==> config.mk <==
export PLATFORM = sky130hd
export DESIGN_NAME = gmrx_commit_buf
export DESIGN_NICKNAME = d
export VERILOG_FILES = /design/src/rtl/gmrx_pkg.sv /design/src/rtl/gmrx_crc32.sv /design/src/rtl/gmrx_framer.sv /design/src/rtl/gmrx_ring.sv /design/src/rtl/gmrx_commit_buf.sv
export SDC_FILE = /design/constraint.sdc
export NUM_CORES = 2
export LEC_CHECK = 0
export BUFFER_PORTS_ARGS = -buffer_cell sky130_fd_sc_hd__buf_2
export CAP_MARGIN = 20
export CELL_PAD_IN_SITES_DETAIL_PLACEMENT = 0
export CELL_PAD_IN_SITES_GLOBAL_PLACEMENT = 1
export CORE_MARGIN = 10
export CORE_UTILIZATION = 35
export DETAILED_ROUTE_END_ITERATION = 7
export PLACE_DENSITY_LB_ADDON = 0.3
export SLEW_MARGIN = 20
export SYNTH_ARGS = -nofsm -noshare
export SYNTH_HDL_FRONTEND = slang
export SYNTH_SLANG_ARGS = --single-unit
==> constraint.sdc <==
create_clock -name clk -period 6.7 [get_ports clk]
set_input_delay 1.34 -clock clk [delete_from_list [all_inputs] [get_ports clk]]
set_output_delay 1.34 -clock clk [all_outputs]
set_load 0.05 [all_outputs]
==> src/rtl/gmrx_pkg.sv <==
package gmrx_pkg;
  typedef enum logic [1:0] {ST_IDLE, ST_PRE, ST_BODY, ST_SKIP} rx_state_e;

  localparam logic [31:0] CRC_POLY = 32'hEDB88320;
  localparam logic [31:0] CRC_SEED = 32'hFFFF_FFFF;
  localparam logic [31:0] CRC_GOOD = 32'hDEBB20E3;
  localparam logic [7:0]  PRE_BYTE = 8'h55;
  localparam logic [7:0]  SFD_BYTE = 8'hD5;

  function automatic logic [31:0] crc_step(logic [31:0] c, logic [7:0] b);
    logic [31:0] r;
    r = c ^ {24'h0, b};
    for (int i = 0; i < 8; i++) begin
      r = r[0] ? ((r >> 1) ^ CRC_POLY) : (r >> 1);
    end
    return r;
  endfunction
endpackage

==> src/rtl/gmrx_crc32.sv <==
module gmrx_crc32 (
  input  logic        clk,
  input  logic        rst_n,
  input  logic        init,
  input  logic        en,
  input  logic [7:0]  din,
  output logic [31:0] crc_q
);
  import gmrx_pkg::*;
  logic [31:0] crc_d;

  always_comb begin
    crc_d = crc_q;
    if (init)    crc_d = CRC_SEED;
    else if (en) crc_d = crc_step(crc_q, din);
  end

  always_ff @(posedge clk or negedge rst_n) begin
    if (!rst_n)         crc_q <= CRC_SEED;
    else if (init | en) crc_q <= crc_d;
  end
endmodule

==> src/rtl/gmrx_framer.sv <==
module gmrx_framer #(
  parameter int LANES = 4,
  parameter int CNT_W = 16,
  localparam int CW  = $clog2(LANES + 1),
  localparam int DW8 = LANES * 8,
  localparam int WW  = DW8 + CW + 2
) (
  input  logic             clk,
  input  logic             rst_n,
  input  logic [7:0]       rxd,
  input  logic             rx_dv,
  input  logic             rx_er,
  input  logic             full,
  output logic             push,
  output logic [WW-1:0]    push_word,
  output logic             fin_good,
  output logic             fin_bad,
  output logic [CNT_W-1:0] drop_count
);
  import gmrx_pkg::*;
  localparam logic [CW-1:0] FULL_CNT = CW'(LANES);

  rx_state_e        st_q, st_d;
  logic [DW8-1:0]   stage_q, stage_d;
  logic [CW-1:0]    lane_q, lane_d, push_cnt;
  logic             first_q, first_d, err_q, err_d, ovf_q, ovf_d;
  logic             push_req, push_eop, ovf_now, crc_init, crc_en, drop_inc;
  logic [31:0]      crc_q;

  gmrx_crc32 u_crc (
    .clk(clk), .rst_n(rst_n), .init(crc_init), .en(crc_en),
    .din(rxd), .crc_q(crc_q)
  );

  always_comb begin
    st_d = st_q;  stage_d = stage_q;  lane_d = lane_q;
    first_d = first_q;  err_d = err_q;  ovf_d = ovf_q;
    push_req = 1'b0;  push_eop = 1'b0;  push_cnt = lane_q;
    crc_init = 1'b0;  crc_en = 1'b0;
    fin_good = 1'b0;  fin_bad = 1'b0;
    case (st_q)
      ST_IDLE: if (rx_dv) st_d = (rxd == PRE_BYTE) ? ST_PRE : ST_SKIP;
      ST_PRE: begin
        if (!rx_dv) st_d = ST_IDLE;
        else if (rxd == SFD_BYTE) begin
          st_d = ST_BODY;  crc_init = 1'b1;  lane_d = '0;
          first_d = 1'b1;  err_d = 1'b0;  ovf_d = 1'b0;  stage_d = '0;
        end else if (rxd != PRE_BYTE) st_d = ST_SKIP;
      end
      ST_BODY: begin
        if (rx_dv) begin
          crc_en = 1'b1;
          if (rx_er) err_d = 1'b1;
          if (lane_q == FULL_CNT) begin
            push_req = !ovf_q;
            push_cnt = FULL_CNT;
            stage_d  = {{(DW8-8){1'b0}}, rxd};
            lane_d   = CW'(1);
          end else begin
            for (int i = 0; i < LANES; i++) begin
              if (lane_q == CW'(i)) stage_d[8*i +: 8] = rxd;
            end
            lane_d = lane_q + CW'(1);
          end
        end else begin
          st_d = ST_IDLE;
          push_req = (lane_q != '0) && !ovf_q;
          push_eop = 1'b1;
        end
      end
      default: if (!rx_dv) st_d = ST_IDLE;
    endcase
    ovf_now = ovf_q | (push_req & full);
    if (push_req) first_d = 1'b0;
    if (push_req && full) ovf_d = 1'b1;
    if (st_q == ST_BODY && !rx_dv) begin
      fin_good = !err_q && !ovf_now && (lane_q != '0) && (crc_q == CRC_GOOD);
      fin_bad  = !fin_good;
    end
  end

  assign push      = push_req & ~full;
  assign push_word = {first_q, push_eop, push_cnt, stage_q};
  assign drop_inc  = fin_bad & ovf_now;

  always_ff @(posedge clk or negedge rst_n) begin
    if (!rst_n) begin
      st_q <= ST_IDLE;  stage_q <= '0;  lane_q <= '0;
      first_q <= 1'b0;  err_q <= 1'b0;  ovf_q <= 1'b0;
    end else begin
      st_q <= st_d;  stage_q <= stage_d;  lane_q <= lane_d;
      first_q <= first_d;  err_q <= err_d;  ovf_q <= ovf_d;
    end
  end

  always_ff @(posedge clk or negedge rst_n) begin
    if (!rst_n)        drop_count <= '0;
    else if (drop_inc) drop_count <= drop_count + CNT_W'(1);
  end
endmodule

==> src/rtl/gmrx_ring.sv <==
module gmrx_ring #(
  parameter int DEPTH = 32,
  parameter int WW    = 37,
  localparam int AW   = $clog2(DEPTH)
) (
  input  logic          clk,
  input  logic          rst_n,
  input  logic          push,
  input  logic [WW-1:0] push_word,
  input  logic          fin_good,
  input  logic          fin_bad,
  input  logic          rd_en,
  output logic          full,
  output logic          rd_valid,
  output logic [WW-1:0] rd_word
);
  localparam logic [AW:0] FULL_LVL = (AW+1)'(DEPTH);

  logic [WW-1:0] mem [DEPTH];
  logic [AW:0]   wr_q, wr_d, cm_q, cm_d, rd_q, rd_d;

  assign full     = (wr_q - rd_q) == FULL_LVL;
  assign rd_valid = rd_q != cm_q;
  assign rd_word  = mem[rd_q[AW-1:0]];

  always_comb begin
    wr_d = push ? wr_q + (AW+1)'(1) : wr_q;
    cm_d = cm_q;
    if (fin_good) cm_d = wr_d;
    if (fin_bad)  wr_d = cm_q;
    rd_d = (rd_en && rd_valid) ? rd_q + (AW+1)'(1) : rd_q;
  end

  always_ff @(posedge clk) begin
    if (push) mem[wr_q[AW-1:0]] <= push_word;
  end

  always_ff @(posedge clk or negedge rst_n) begin
    if (!rst_n) begin
      wr_q <= '0;  cm_q <= '0;  rd_q <= '0;
    end else begin
      wr_q <= wr_d;  cm_q <= cm_d;  rd_q <= rd_d;
    end
  end
endmodule

==> src/rtl/gmrx_commit_buf.sv <==
module gmrx_commit_buf #(
  parameter int LANES = 4,
  parameter int DEPTH = 32,
  parameter int CNT_W = 16,
  localparam int CW   = $clog2(LANES + 1),
  localparam int DW8  = LANES * 8,
  localparam int WW   = DW8 + CW + 2
) (
  input  logic             clk,
  input  logic             rst_n,
  input  logic [7:0]       gmii_rxd,
  input  logic             gmii_rx_dv,
  input  logic             gmii_rx_er,
  input  logic             rd_en,
  output logic             rd_valid,
  output logic [DW8-1:0]   rd_data,
  output logic             rd_sop,
  output logic             rd_eop,
  output logic [CW-1:0]    rd_cnt,
  output logic [CNT_W-1:0] drop_count
);
  logic [1:0]    rst_pipe;
  logic          rst_q_n, push, full, fin_good, fin_bad;
  logic [WW-1:0] push_word, rd_word;

  always_ff @(posedge clk or negedge rst_n) begin
    if (!rst_n) rst_pipe <= 2'b00;
    else        rst_pipe <= {rst_pipe[0], 1'b1};
  end
  assign rst_q_n = rst_pipe[1];

  gmrx_framer #(.LANES(LANES), .CNT_W(CNT_W)) u_framer (
    .clk(clk), .rst_n(rst_q_n), .rxd(gmii_rxd), .rx_dv(gmii_rx_dv),
    .rx_er(gmii_rx_er), .full(full), .push(push), .push_word(push_word),
    .fin_good(fin_good), .fin_bad(fin_bad), .drop_count(drop_count)
  );

  gmrx_ring #(.DEPTH(DEPTH), .WW(WW)) u_ring (
    .clk(clk), .rst_n(rst_q_n), .push(push), .push_word(push_word),
    .fin_good(fin_good), .fin_bad(fin_bad), .rd_en(rd_en),
    .full(full), .rd_valid(rd_valid), .rd_word(rd_word)
  );

  assign {rd_sop, rd_eop, rd_cnt, rd_data} = rd_word;
endmodule

[Yosys cells after proc, flatten, opt, wreduce, memory -nomap -nowiden]
Memory sizes are Yosys's and may differ from the RTL's.
Cells that the tools add are included.
Operators by class
  reductions and logical operators: 33
  equality and inequality tests: 23
  bitwise logic cells: 15
  add/sub/neg operators: 5
  mux-type cells: 61
Operators by type and width (count)
  32-bit 2-to-1 mux: 14
  13-bit NOT with 14-bit output: 8
  32-bit case mux with 2 select lines: 1
  32-bit == test (second input constant): 1
  8-bit 2-to-1 mux: 4
  32-bit by 8-bit bitwise XOR with 32-bit output: 1
  5-bit AND reduction: 5
  1-bit 2-to-1 mux: 24
  3-bit 2-to-1 mux: 7
  16-bit by 1-bit adder with 16-bit output (second input constant): 1
  2-bit nonzero test: 8
  3-bit by 1-bit inequality test with 1-bit output (second input constant): 5
  6-bit by 1-bit adder with 6-bit output (second input constant): 2
  2-bit 2-to-1 mux: 6
  6-bit 2-to-1 mux: 2
  3-bit AND reduction: 3
  8-bit by 7-bit == test with 1-bit output (second input constant): 1
  8-bit == test (second input constant): 1
  2-bit inequality test (second input constant): 4
  8-bit by 7-bit inequality test with 1-bit output (second input constant): 1
  1-bit logical AND: 7
  3-bit by 2-bit == test with 1-bit output (second input constant): 2
  6-bit == test (second input constant): 1
  6-bit inequality test: 1
  20 further kinds: 27
Word-level totals
  output and inout bits: 54
  bits in writable memories: 1184
  logic and storage cells: 153
  register bits: 108
  memories kept: 1
Memories
  u_ring.mem: depth 32, width 37, read ports 1, clocked after Yosys merged registers in 0, wr ports 1, line gmrx_ring.sv:19  | logic [WW-1:0] mem [DEPTH];

[Depth between registers and ports, before layout]
  word-level depth: 19
  gate-level depth with buffers: 12

[Modules after synthesis]
From an unflattened synthesis, not the netlist that was laid out.
Unflattened totals
  cells, all modules: 2884
  area total of the unflattened synthesis: 51700.8 µm²
Modules (own cells, without submodules)
  gmrx_ring: area each 46588.4 µm², instances 1, sequential area each 36004.5 µm², cells an instance 2476
  gmrx_framer: area each 2807.7 µm², instances 1, sequential area each 1401.3 µm², cells an instance 234
  gmrx_crc32: area each 2250.9 µm², instances 1, sequential area each 840.8 µm², cells an instance 171
  gmrx_commit_buf: area each 53.8 µm², instances 1, sequential area each 50.0 µm², cells an instance 3

[Least setup slack after synthesis]
Ideal clock, no wire load.
  kind: in2reg
  start: input port gmii_rx_dv
  end: memory u_ring.mem[28][0], enable pin
  library setup time: 431 ps
  data required time: 6269 ps
  path buffers: 0
  stages on the path: 5
  arrival: 4098 ps
  setup slack: 2171 ps
  cell sequence: or2_2 a211o_1 a21oi_1 nand2_1 nor2_1
Between the ends
  word-level cells in the longest chain between the ends: 5
RTL lines
  from (decl): line gmrx_commit_buf.sv:12  | input logic gmii_rx_dv,
  1-bit 2-to-1 mux: line gmrx_framer.sv:51  | if (rx_dv) begin
  1-bit 2-to-1 mux: line gmrx_framer.sv:41  | case (st_q)
  1-bit bitwise AND: line gmrx_framer.sv:82  | assign push = push_req & ~full;
  1-bit 2-to-1 mux: line gmrx_ring.sv:35  | if (push) mem[wr_q[AW-1:0]] <= push_word;
  1-bit 2-to-1 mux (not written as such): line gmrx_ring.sv:35
  to (decl): line gmrx_ring.sv:19
No other way between the ends.

[Final worst setup path]
  start: register u_ring.rd_q[1]
  end: output port rd_data[2]
Between the ends
  word-level cells in the longest chain between the ends: 1
RTL lines
  from (decl): line gmrx_ring.sv:20  | logic [AW:0] wr_q, wr_d, cm_q, cm_d, rd_q, rd_d;
  from (signal assigned): line gmrx_ring.sv:42  | wr_q <= wr_d; cm_q <= cm_d; rd_q <= rd_d;
  memory 32 x 37 bit
  to (decl): line gmrx_commit_buf.sv:16  | output logic [DW8-1:0] rd_data,
No other way between the ends.

==> impl_results.md <==
- Status: finished clean
- Layout area overhead: 15.2%
- Slew @ Worst Pin: roughly 1.1 ns
- Vias per cell: 5.29
- Die W: 400 um
- Ys flop type: edfxtp_1
- Final GP Congestion: 0.767
- Netlist Area Pre-Place: 50600 sq um
- Full die area: 160000 sq um
- Worst R2R End: u_ring.mem[13][21]
- Post-synth cell types: 56
- Mean Syn Cell Area: 22.2 sq um
- Setup TNS: 0 ns
- Ys async rst share: 8.36%
- Max Slew Vio Count: 0
- Max VDD drop: 0.000185 V
- Iteration count of the initial detailed-routing pass: 5
- Period utilisation layout: 82.5%
- Clock buffer depth: 3
- Port bufs: 66
- Hold_ws: ~0.29 ns
- Slowest Stage Delay on Critical Path: about 0.86 ns
- Fin cells: 4460
- CTS tree: done
- Number of flops mapped to enable cells by yosys: approximately 1.2k
- Grt total ovfl: 0
- Hold Path Class: reg -> async
- Gr usage total: 15.7%
- Slew HR: 24.6%
- Power Density: between 300 and 400 nW/um^2
- CTS resizes: 0
- Syn nets: 2305
- P_sw: 5.03 mW
- Crit path required time: 5.36 ns
- Initial Util: between 30% and 40%
- Routed wire per std cell: 28.2 um
- Clock share of power: 37.3%
- Post-CTS Setup Repair Bufs: 0
- Initial DRC count: roughly 2.0k
- Clk slew on worst S/H paths: approximately 0.060 ns
- Seq pwr share: 50.9%
- Vias in the first global route: 25.0k
- First-pass GRT wire length: 182 mm
- Register area share after synthesis: 75.7%
- CTS hold repair buffers: 0
- Final wirelength: 126 mm
- Placed inst area: 53900 sq um
- Initial antenna violation count: 7
- Final #Nets: 2477
- Synth Register Bits: 1292
- CP endpoint kind: output pin
- Final hold vios: 0
- Rows: 139
- CP startpoint: u_ring.rd_q[1]
- I/O Pins: 67
- Vias: ~24k
- Routed Antenna Nets: 0
- Max-cap violations: 0
- Gate power share: 11.9%
- Min Tclk post-route: 5.53 ns
- Max Freq: 181 MHz
- Final setup fails: 0
- H-tree levels: 4
- RSZ-0062 raised after global routing: no
- Placed insts: 4210
- CP Max Fanout: 146
- Sw frac: 25.2%
- Worst Reg-to-Reg Cells: 8
- Final instance area: between 50000 and 60000 sq um
- Fraction of layout cells with a size suffix above 1: 32.0%
- Clock sink count: 1292
- Detailed Place HPWL: between 70 and 80 mm
- Crit Path Class: reg -> out
- Worst-path cell chain: buf_12 > mux4_2 > mux4_2 > nand2_1 > nand2_1 > buf_2
- Drt drc: 0
- Setup crit start kind: flop
- Clock latency on the worst-skew pair: between 0.7 and 0.8 ns
- Largest net degree at the start of global routing: 147
- Core ar.: between 100000 and 150000 sq um
- Reg2Reg Setup Slack: 2.14 ns
- CP max-delay cell: dfrtp_4
- Die height: 400 um
- Syn Inst Count: 2276
- Pint: roughly 15 mW
- Crit path DAT: 4.19 ns
- Setup crit end: rd_data[2]
- CTS Buf Count: 138
- # fillers: around 13k
- Leakage: 18.9 nW
- Synth warn: 0
- CTS root buf: clkbuf_16
- Reg-to-reg startpoint: u_ring.rd_q[3]
- Clock Skew: about 0.020 ns
-- worst max-delay path, delay by kind of cell (launching register included) --
family,cells,cell delay (ns)
and+or+nand+nor,2,0.34
DFF,1,0.86
muxes,2,0.98
buffers and inverters,2,0.97
-- metrics by stage --
| stage | power (mW) | setup slack [ns] | utilization, % |
|---|---|---|---|
| after floorplan | 11.8 | 2.17 | - |
| after CTS | 20.1 | 1.11 | 40.5 |
| after global routing | 20.7 | 0.930 | 40.6 |
| after detailed placement | 12.7 | 1.85 | 37.5 |
| after global placement | 12.6 | 1.69 | 37.3 |
| final | 19.9 | 1.17 | 40.6 |
-- cell type report --
cell class,count,area (sq um),share of cell area (%)
Antenna cell,5,12.5,0.0215
Clock buffer,182,3750,6.44
Clock inverter,62,638,1.09
Inverter,15,61.3,0.105
Multi-Input combinational cell,852,11900,20.5
Sequential cell,1292,38300,65.7
Tap cell,1903,2380,4.08
Timing Repair Buffer,149,1190,2.03
-- layout by cell type (no fill, tap or decap), types with 5 or more instances in the layout --
master     instances
xor2_1            31
clkbuf_16        142
o22a_1            31
buf_4             67
clkinv_2          17
nand3_1           11
and3_1             6
bufinv_16          9
dfrtp_2           11
edfxtp_1        1184
nor2_4            32
clkbuf_1          35
buf_12            10
inv_1             13
dfstp_2           32
clkinv_1          22
xnor2_2            9
buf_2             66
nor3_1             7
ha_1              16
nand2_1          137
o21ai_0            6
nor4_1            10
clkbuf_8           5
diode_2            5
mux2_2            11
nor2_1            12
buf_16             5
mux4_2           370
a21oi_1            6
a22o_1            32
dfrtp_1           61
xnor2_1           60
inv_16             5
-- cell usage after synthesis, drive strengths merged (15+ instances only) --
cell	number	share of area, %
a22o	32	0.55
buf	68	0.72
clkbuf	49	0.36
dfrtp	76	3.8
dfstp	32	1.7
edfxtp	1184	70
ha	16	0.40
inv	15	0.11
mux4	370	16
nand2	138	1.0
nor2	44	0.33
o22a	31	0.54
xnor2	73	1.5
xor2	33	0.62
-- registers in the layout (all words and copies together), names as in the netlist, 2 cells and up --
register              flops
u_framer.lane_q           3
rst_pipe                  2
u_framer.stage_q         32
u_ring.cm_q               6
u_ring.wr_q               6
u_framer.drop_count      16
u_framer.u_crc.crc_q     32
u_framer.st_q             2
u_ring.rd_q               6
u_ring.mem             1184
-- how the worst min path moves through the flow --
stage,start,to,cells after the start
4_1_cts,rst_n,rst_pipe[1],1
5_1_grt,rst_n,rst_pipe[1],1
6_report,rst_pipe[1],u_framer.drop_count[10],0
3_5_place_dp,rst_pipe[1],u_framer.drop_count[10],0
2_1_floorplan,rst_pipe[0],rst_pipe[1],0
3_3_place_gp,rst_pipe[1],u_framer.drop_count[10],0
-- routing by layer --
| metal | track usage [%] | wire [um] | share of wire (%) |
|---|---|---|---|
| met5 | 0 | 26 | 0.021 |
| met2 | 24.8 | 60000 | 48 |
| met1 | 21.8 | 54500 | 43 |
| met3 | 3.63 | 8410 | 6.7 |
| met4 | 4.16 | 2650 | 2.1 |
-- kinds of logic after synthesis --
kind of cell / count (synthesis) / share of synthesized area (%)
AO/OA/AOI/OAI: 94 / 1.51
XOR/XNOR: 106 / 2.17
adder cells (fa/ha/maj): 16 / 0.396
buffers and inverters: 132 / 1.19
flip-flops: 1292 / 75.7
multiplexers: 384 / 16.8
other: 1 / 0.00741
AND/OR/NAND/NOR: 251 / 2.25
-- power by group through the flow --
stage / sequential (mW) / combinational, mW / clock (mW)
floorplan: 10.3 / 1.50 / 0
global placement: 10.3 / 2.34 / 0
detailed placement: 10.3 / 2.38 / 0
CTS: 10.2 / 2.39 / 7.59
global route: 10.2 / 2.57 / 7.90
finish: 10.1 / 2.37 / 7.43
Power figures use the tool's default switching activity.
